<file path="config.mk">
export PLATFORM = sky130hd
export DESIGN_NAME = xor_blit_engine
export DESIGN_NICKNAME = d
export VERILOG_FILES = /design/src/rtl/xbe_pkg.sv /design/src/rtl/xbe_ctrl.sv /design/src/rtl/xbe_row_mask.sv /design/src/rtl/xbe_framebuf.sv /design/src/rtl/xor_blit_engine.sv
export SDC_FILE = /design/constraint.sdc
export NUM_CORES = 2
export LEC_CHECK = 0
export ABC_CLOCK_PERIOD_IN_PS = 7350
export BUFFER_PORTS_ARGS = -buffer_cell sky130_fd_sc_hd__buf_4
export CORE_MARGIN = 5
export CORE_UTILIZATION = 40
export DETAILED_ROUTE_END_ITERATION = 12
export HOLD_SLACK_MARGIN = 0.03
export PLACE_DENSITY = 0.59
export REMOVE_ABC_BUFFERS = 1
export SLEW_MARGIN = 40
export SYNTH_ARGS = -nofsm -noshare
export SYNTH_HDL_FRONTEND = slang
export SYNTH_HIERARCHICAL = 1
export SYNTH_SLANG_ARGS = --single-unit
</file>
<file path="constraint.sdc">
create_clock -name clk -period 7.35 [get_ports clk]
set_clock_uncertainty 0.1 [all_clocks]
set_input_delay 1.47 -clock clk [delete_from_list [all_inputs] [get_ports clk]]
set_output_delay 1.47 -clock clk [all_outputs]
set_load 0.02 [all_outputs]
</file>
<file path="src/rtl/xbe_pkg.sv">
package xbe_pkg;

  // Draw sequencer states. Each sprite row costs one FETCH and one APPLY.
  typedef enum logic [1:0] {
    ST_IDLE  = 2'd0,
    ST_FETCH = 2'd1,
    ST_APPLY = 2'd2,
    ST_DONE  = 2'd3
  } xbe_state_e;

endpackage

</file>
<file path="src/rtl/xbe_ctrl.sv">
module xbe_ctrl
  import xbe_pkg::*;
#(
  parameter int SCR_H  = 32,
  parameter int X_W    = 6,
  parameter int Y_W    = 5,
  parameter int CRD_W  = 8,
  parameter int N_W    = 4,
  parameter int ADDR_W = 12
) (
  input  logic              clk,
  input  logic              rst_n,
  input  logic              start,
  input  logic [CRD_W-1:0]  pos_x,
  input  logic [CRD_W-1:0]  pos_y,
  input  logic [N_W-1:0]    rows,
  input  logic [ADDR_W-1:0] base_addr,
  output logic              busy,
  output logic              done,
  output logic              mem_rd_en,
  output logic [ADDR_W-1:0] mem_rd_addr,
  output logic [X_W-1:0]    org_x,
  output logic [Y_W-1:0]    row_idx,
  output logic              row_we,
  output logic              accept
);

  // Row sum needs room for the largest start row plus the largest row count.
  localparam int YS_W = ((Y_W > N_W) ? Y_W : N_W) + 1;

  xbe_state_e        state_q;
  logic [X_W-1:0]    x_q;
  logic [Y_W-1:0]    y_q;
  logic [N_W-1:0]    n_q;
  logic [N_W-1:0]    r_q;
  logic [ADDR_W-1:0] i_q;

  // Screen row of the sprite row being processed, before clipping.
  function automatic logic [YS_W-1:0] screen_row(input logic [Y_W-1:0] y0,
                                                 input logic [N_W-1:0] r);
    return YS_W'(y0) + YS_W'(r);
  endfunction

  // Address of sprite row r, wrapping within the address space.
  function automatic logic [ADDR_W-1:0] sprite_addr(input logic [ADDR_W-1:0] base,
                                                    input logic [N_W-1:0]    r);
    return base + ADDR_W'(r);
  endfunction

  logic [YS_W-1:0] cur_y;
  logic            row_ok;
  logic            last_row;

  assign cur_y    = screen_row(y_q, r_q);
  assign row_ok   = cur_y < YS_W'(SCR_H);
  assign last_row = ((N_W+1)'(r_q) + (N_W+1)'(1)) == (N_W+1)'(n_q);

  assign accept      = (state_q == ST_IDLE) && start;
  assign busy        = (state_q != ST_IDLE);
  assign done        = (state_q == ST_DONE);
  assign mem_rd_en   = (state_q == ST_FETCH);
  assign mem_rd_addr = sprite_addr(i_q, r_q);
  assign org_x       = x_q;
  assign row_idx     = cur_y[Y_W-1:0];
  assign row_we      = (state_q == ST_APPLY) && row_ok;

  always_ff @(posedge clk) begin
    if (!rst_n) begin
      state_q <= ST_IDLE;
      x_q     <= '0;
      y_q     <= '0;
      n_q     <= '0;
      r_q     <= '0;
      i_q     <= '0;
    end else begin
      unique case (state_q)
        ST_IDLE: begin
          if (start) begin
            x_q     <= X_W'(pos_x);
            y_q     <= Y_W'(pos_y);
            n_q     <= rows;
            i_q     <= base_addr;
            r_q     <= '0;
            state_q <= (rows == '0) ? ST_DONE : ST_FETCH;
          end
        end
        ST_FETCH: state_q <= ST_APPLY;
        ST_APPLY: begin
          r_q     <= r_q + N_W'(1);
          state_q <= last_row ? ST_DONE : ST_FETCH;
        end
        ST_DONE:  state_q <= ST_IDLE;
        default:  state_q <= ST_IDLE;
      endcase
    end
  end

  // done lasts exactly one cycle.
  a_r9_done_pulse: assert property (@(posedge clk) disable iff (!rst_n)
    done |=> !done);

  // busy cannot drop before done has been shown.
  a_r9_busy_hold: assert property (@(posedge clk) disable iff (!rst_n)
    (busy && !done) |=> busy);

  // a request while busy leaves the latched draw untouched.
  a_r10_ignore_start: assert property (@(posedge clk) disable iff (!rst_n)
    (busy && start) |=> ($stable(x_q) && $stable(y_q) && $stable(n_q) && $stable(i_q)));

  // consecutive fetches of one draw step the address by one.
  a_r3_addr_step: assert property (@(posedge clk) disable iff (!rst_n)
    (mem_rd_en && ($past(state_q) == ST_APPLY)) |-> (mem_rd_addr == $past(mem_rd_addr, 2) + ADDR_W'(1)));

  // a zero-row draw goes straight to done without fetching.
  a_r11_empty_draw: assert property (@(posedge clk) disable iff (!rst_n)
    (accept && (rows == '0)) |=> (done && !mem_rd_en));

endmodule

</file>
<file path="src/rtl/xbe_row_mask.sv">
module xbe_row_mask #(
  parameter int SCR_W = 64,
  parameter int X_W   = 6,
  parameter int SPR_W = 8
) (
  input  logic [SPR_W-1:0] sprite_byte,
  input  logic [X_W-1:0]   org_x,
  output logic [SCR_W-1:0] mask
);

  // Each sprite bit lane finds its screen column and whether it is on screen.
  logic [X_W-1:0] lane_col [SPR_W];
  logic [SPR_W-1:0] lane_ok;

  // Column of lane c; one extra bit shows running off the right edge.
  function automatic logic [X_W:0] lane_column(input logic [X_W-1:0] x0, input int c);
    return (X_W+1)'(x0) + (X_W+1)'(c);
  endfunction

  genvar c;
  generate
    for (c = 0; c < SPR_W; c++) begin : g_lane
      logic [X_W:0] col;
      assign col         = lane_column(org_x, c);
      assign lane_ok[c]  = col < (X_W+1)'(SCR_W);
      assign lane_col[c] = col[X_W-1:0];
    end
  endgenerate

  // Most significant sprite bit maps to the leftmost column.
  always_comb begin
    mask = '0;
    for (int k = 0; k < SPR_W; k++) begin
      if (lane_ok[k] && sprite_byte[SPR_W-1-k]) mask[lane_col[k]] = 1'b1;
    end
  end

endmodule

</file>
<file path="src/rtl/xbe_framebuf.sv">
module xbe_framebuf #(
  parameter int SCR_W = 64,
  parameter int SCR_H = 32,
  parameter int Y_W   = 5
) (
  input  logic             clk,
  input  logic             rst_n,
  input  logic             we,
  input  logic [Y_W-1:0]   wr_row,
  input  logic [SCR_W-1:0] mask,
  input  logic             clr_coll,
  input  logic [Y_W-1:0]   rd_sel,
  output logic [SCR_W-1:0] rd_data,
  output logic             coll,
  output logic             erase_evt
);

  logic [SCR_H-1:0][SCR_W-1:0] fb_q;
  logic                        coll_q;
  logic [SCR_W-1:0]            old_row;

  // Lit pixels that a set sprite bit is about to switch off.
  function automatic logic any_erase(input logic [SCR_W-1:0] cur,
                                     input logic [SCR_W-1:0] m);
    return |(cur & m);
  endfunction

  assign old_row   = fb_q[wr_row];
  assign erase_evt = we && any_erase(old_row, mask);
  assign coll      = coll_q;

  // Read port: a power-of-two height needs no range guard.
  generate
    if (SCR_H == (1 << Y_W)) begin : g_rd_full
      assign rd_data = fb_q[rd_sel];
    end else begin : g_rd_guard
      assign rd_data = (rd_sel < Y_W'(SCR_H)) ? fb_q[rd_sel] : '0;
    end
  endgenerate

  always_ff @(posedge clk) begin
    if (!rst_n) begin
      fb_q   <= '0;
      coll_q <= 1'b0;
    end else begin
      if (we) fb_q[wr_row] <= old_row ^ mask;
      if (clr_coll)       coll_q <= 1'b0;
      else if (erase_evt) coll_q <= 1'b1;
    end
  end

  // without a write strobe no pixel anywhere changes.
  a_r5_hold_unwritten: assert property (@(posedge clk) disable iff (!rst_n)
    !we |=> $stable(fb_q));

  // an accepted draw starts with the flag cleared.
  a_r8_clear_on_accept: assert property (@(posedge clk) disable iff (!rst_n)
    clr_coll |=> !coll_q);

  // the flag only rises after a lit pixel was erased.
  a_r8_rise_cause: assert property (@(posedge clk) disable iff (!rst_n)
    $rose(coll_q) |-> $past(erase_evt));

endmodule

</file>
<file path="src/rtl/xor_blit_engine.sv">
module xor_blit_engine #(
  parameter int SCR_W  = 64,
  parameter int SCR_H  = 32,
  parameter int CRD_W  = 8,
  parameter int N_W    = 4,
  parameter int ADDR_W = 12,
  parameter int SPR_W  = 8,
  parameter int X_W    = $clog2(SCR_W),
  parameter int Y_W    = $clog2(SCR_H)
) (
  input  logic              clk,
  input  logic              rst_n,
  input  logic              start,
  input  logic [CRD_W-1:0]  pos_x,
  input  logic [CRD_W-1:0]  pos_y,
  input  logic [N_W-1:0]    rows,
  input  logic [ADDR_W-1:0] base_addr,
  output logic              mem_rd_en,
  output logic [ADDR_W-1:0] mem_rd_addr,
  input  logic [SPR_W-1:0]  mem_rd_data,
  output logic              busy,
  output logic              done,
  output logic              collision,
  input  logic [Y_W-1:0]    fb_row_sel,
  output logic [SCR_W-1:0]  fb_row_data
);

  // Internal events, named for the assertions.
  logic [X_W-1:0]   org_x;
  logic [Y_W-1:0]   row_idx;
  logic             row_we;
  logic             accept;
  logic [SCR_W-1:0] row_mask;
  logic             erase_evt;

  xbe_ctrl #(
    .SCR_H(SCR_H), .X_W(X_W), .Y_W(Y_W), .CRD_W(CRD_W),
    .N_W(N_W), .ADDR_W(ADDR_W)
  ) u_ctrl (
    .clk(clk), .rst_n(rst_n), .start(start),
    .pos_x(pos_x), .pos_y(pos_y), .rows(rows), .base_addr(base_addr),
    .busy(busy), .done(done),
    .mem_rd_en(mem_rd_en), .mem_rd_addr(mem_rd_addr),
    .org_x(org_x), .row_idx(row_idx), .row_we(row_we), .accept(accept)
  );

  xbe_row_mask #(
    .SCR_W(SCR_W), .X_W(X_W), .SPR_W(SPR_W)
  ) u_mask (
    .sprite_byte(mem_rd_data), .org_x(org_x), .mask(row_mask)
  );

  xbe_framebuf #(
    .SCR_W(SCR_W), .SCR_H(SCR_H), .Y_W(Y_W)
  ) u_fb (
    .clk(clk), .rst_n(rst_n),
    .we(row_we), .wr_row(row_idx), .mask(row_mask),
    .clr_coll(accept),
    .rd_sel(fb_row_sel), .rd_data(fb_row_data),
    .coll(collision), .erase_evt(erase_evt)
  );

  // clipping can drop sprite pixels but never add any.
  a_r6_clip_count: assert property (@(posedge clk) disable iff (!rst_n)
    row_we |-> ($countones(row_mask) <= $countones(mem_rd_data)));

  // an erase can only happen while a draw is running.
  a_r8_erase_busy: assert property (@(posedge clk) disable iff (!rst_n)
    erase_evt |-> (busy && !done));

  // the memory is read only inside a draw.
  a_r3_fetch_in_draw: assert property (@(posedge clk) disable iff (!rst_n)
    mem_rd_en |-> (busy && !done));

endmodule

</file>
==> results.sh <==
export IMPL_cp_required_ns=5.78
export IMPL_cts_max_level=4
export IMPL_die_w_um=545
export IMPL_synth_seq_cells=2082
export IMPL_synth_top_cell_area_share_pct=36.4
export IMPL_cp_top_family="buffers and inverters"
export IMPL_chipHeight_um=545
export IMPL_p_leak_uw=0.0396
export IMPL_grt_usage_pct=34.8
export IMPL_core_mm2=0.285
export IMPL_yosys_area_top_type="dfxtp_1"
export IMPL_cts_tree="done"
export IMPL_slew_headroom_pct=34.0
export IMPL_grt_antenna_before_repair=34
export IMPL_path_max_fanout=31
export IMPL_place_congestion=1.06
export IMPL_grt_pass1_vias=101000
export IMPL_layout_nets=12000
export IMPL_p_per_area_mw_per_mm2=205
export IMPL_syn_avg_cell_area_um2=9.20
export IMPL_tns_ns=0
export IMPL_synth_edff_count=0
export IMPL_ys_seq_area_share_pct=36.4
export IMPL_startpoint_type="input port"
export IMPL_die_area_mm2=0.297
export IMPL_p_total_uw=26000
export IMPL_cp_buffers_inverters=4
export IMPL_clk_path_buf_depth=4
export IMPL_path_cells="buf_6 > nor2b_4 > buf_4 > a22o_1 > nor3_1 > a211oi_2 > buf_4 > buf_4"
export IMPL_final_fill_count=26900
export IMPL_cp_data_arrival_time_ns=4.48
export IMPL_switching_power_uw=7040
export IMPL_vias=105000
export IMPL_rsz0062_at_grt="false"
export IMPL_clkPwrFrac_pct=45.6
export IMPL_clock_sinks=2082
export IMPL_netlist_top_cells_area="dfxtp_1, mux4_2, nand2_1"
export IMPL_post_drt_wl_per_cell_um=33.7
export IMPL_cap_violations=0
export IMPL_wl_um=535000
export IMPL_drtAntennaViolNets=0
export IMPL_yosysWarnings=6
export IMPL_io_pins=128
export IMPL_grt_overflow_total=0
export IMPL_port_buffers=122
export IMPL_cpMostUsedCell="buf_4"
export IMPL_setup_slack_ns=1.30
export IMPL_fin_crit_sh_pct=82.3
export IMPL_p_seq_share_pct=43.5
export IMPL_p_comb_share_pct=10.8
export IMPL_avgViaCountPerCell=6.61
export IMPL_drv_slew=0
export IMPL_place_ws_ns=1.22
export IMPL_async_reset_ff_share_pct=0
export IMPL_final_area_mm2=0.127
export IMPL_cts_resized_gates=0
export IMPL_end_kind="primary output"
export IMPL_dpl_cell_area_mm2=0.119
export IMPL_finish_utilization_pct=44.4
export IMPL_period_minus_slack_ns=6.05
export IMPL_status="complete, no violations"
export IMPL_ctsHoldBuffers=0
export IMPL_criticalPathCategory="in2out"
export IMPL_numCtsBuffers=231
export IMPL_finalHoldViolCount=0
export IMPL_floorplan_initialDensity_pct=40.1
export IMPL_areaGrowthSynthToFinish_pct=10.7
export IMPL_synth_cells=12400
export IMPL_hp_class="reg2reg"
export IMPL_cts_clk_slew_worst_paths_ns=0.06
export IMPL_drt_initial_drc_count=15400
export IMPL_ir_drop_uv=222
export IMPL_firstDrtPassIters=8
export IMPL_grt_max_degree=255
export IMPL_dp_hpwl_um=313000
export IMPL_drive_gt1_share_pct=16.9
export IMPL_grt_pass1_wl_um=750000
export IMPL_num_rows=196
export IMPL_drc=0
export IMPL_p_int_uw=18900
export IMPL_swShare_pct=27.1
export IMPL_crit_path_top_delay_cell="nor2b_4"
export IMPL_insertion_delay_ns=0.95
export IMPL_post_cts_buffers=0
export IMPL_ys_types=94
export IMPL_synth_flop_cell="dfxtp_1"
export IMPL_critical_path_max_stage_delay_ns=0.79
export IMPL_syn_area_mm2=0.114
export IMPL_setup_viol=0
export IMPL_fmax_mhz=165
export IMPL_ctsRootBufferMaster="clkbuf_16"
export IMPL_tightest_slew_ns=0.990
==> worst paths after layout <==
path         cells after the start  slack [ns]                          end                   startpoint
min                              2        0.36  u_fb/fb_q[407]$_SDFFE_PN0P_  u_fb/fb_q[407]$_SDFFE_PN0P_
max                              8        1.30              fb_row_data[11]                fb_row_sel[2]
max reg2reg                     11        1.54       u_fb/coll$_SDFFE_PP0P_   u_ctrl/r_q[0]$_SDFFE_PN0P_
min reg2reg                      2        0.36  u_fb/fb_q[407]$_SDFFE_PN0P_  u_fb/fb_q[407]$_SDFFE_PN0P_
==> power by group through the flow <==
stage                     Sequential (uW)  Clock [uW]  Combinational, uW
after floorplan                     11600           0               1580
after global placement              11600           0               2690
after detailed placement            11600           0               2720
after CTS                           11300       11900               2730
after global routing                11300       12400               2870
final                               11300       11900               2810
==> kinds of logic (layout without fill, tap and decap cells) <==
| family | count (synthesis) | in the layout | synth area share, % |
|---|---|---|---|
| mux | 1131 | 1131 | 20.6 |
| buf+inv | 1264 | 915 | 5.15 |
| fa+ha+maj | 79 | 79 | 0.877 |
| flops | 2082 | 2082 | 36.4 |
| compound gates | 2999 | 2999 | 19.7 |
| simple gates | 4840 | 4840 | 16.9 |
| other cells | 0 | 20 | 0 |
| xor+xnor | 38 | 38 | 0.291 |
==> layout make-up <==
type | instances | area [um2] | area share [%]
Antenna cell | 20 | 50.0 | 0.0395
Clock buffer | 355 | 6880 | 5.43
Clock inverter | 54 | 702 | 0.554
Inverter | 28 | 115 | 0.0909
Multi-Input combinational cell | 9087 | 67700 | 53.4
Sequential cell | 2082 | 41700 | 32.9
Tap cell | 3762 | 4710 | 3.72
Timing Repair Buffer | 478 | 4850 | 3.83
==> layer usage <==
metal	up-vias	part of all wire [%]	GRT usage, %
met5	-	0.034	0.179
met4	20	7.8	23.0
met3	2131	13	10.3
met2	7884	43	51.7
met1	51900	37	43.9
li1	43000	-	-
==> placed cells by master (no fill, tap or decap), types with 63 or more instances in the layout <==
cell and n:
a22oi_1 336, buf_12 81, nand2_1 4274, mux4_2 982, mux2i_1 145, clkbuf_1 63, nor2_1 131, o22ai_1 92
nand3_1 82, a221oi_1 80, a21oi_1 91, dfxtp_1 2081, ha_2 64, nand4_1 78, a21boi_1 510, clkbuf_16 233
buf_4 367, a21boi_0 1569
==> cell usage after synthesis, types with 31 or more instances <==
master / n
nand2_1: 4306
dfxtp_1: 2082
a21boi_0: 1569
mux4_2: 982
clkbuf_1: 681
a21boi_1: 511
buf_2: 381
a22oi_1: 336
mux2i_1: 145
nor2_1: 140
a21oi_1: 92
o22ai_1: 92
buf_4: 84
nand3_1: 82
a221oi_1: 80
nand4_1: 78
ha_1: 77
buf_1: 55
o221ai_1: 46
o21ai_1: 43
nor3_1: 37
a22o_1: 34
xnor2_1: 31
==> tightest hold or removal path, stage by stage (launching register included) <==
cell	delay [ns]
dfxtp_1	0.32
nand2_1	0.05
a21boi_1	0.05
==> sequential cells by signal, summed over array words and instances, names as in the netlist <==
register,count
u_ctrl/org_x,6
u_ctrl/i_q,12
u_fb/fb_q,2048
u_ctrl/state_q,2
u_ctrl/y_q,5
u_fb/coll,1
u_ctrl/n_q,4
u_ctrl/r_q,4
==> stage by stage <==
stage	std cells	hold WS, ns
final	15900	0.365
after global routing	15900	0.383
after CTS	15800	0.363
after detailed placement	15400	0.354
after global placement	15400	0.347
after floorplan	11200	0.339
Note: power is estimated with default switching activity, not from simulation.
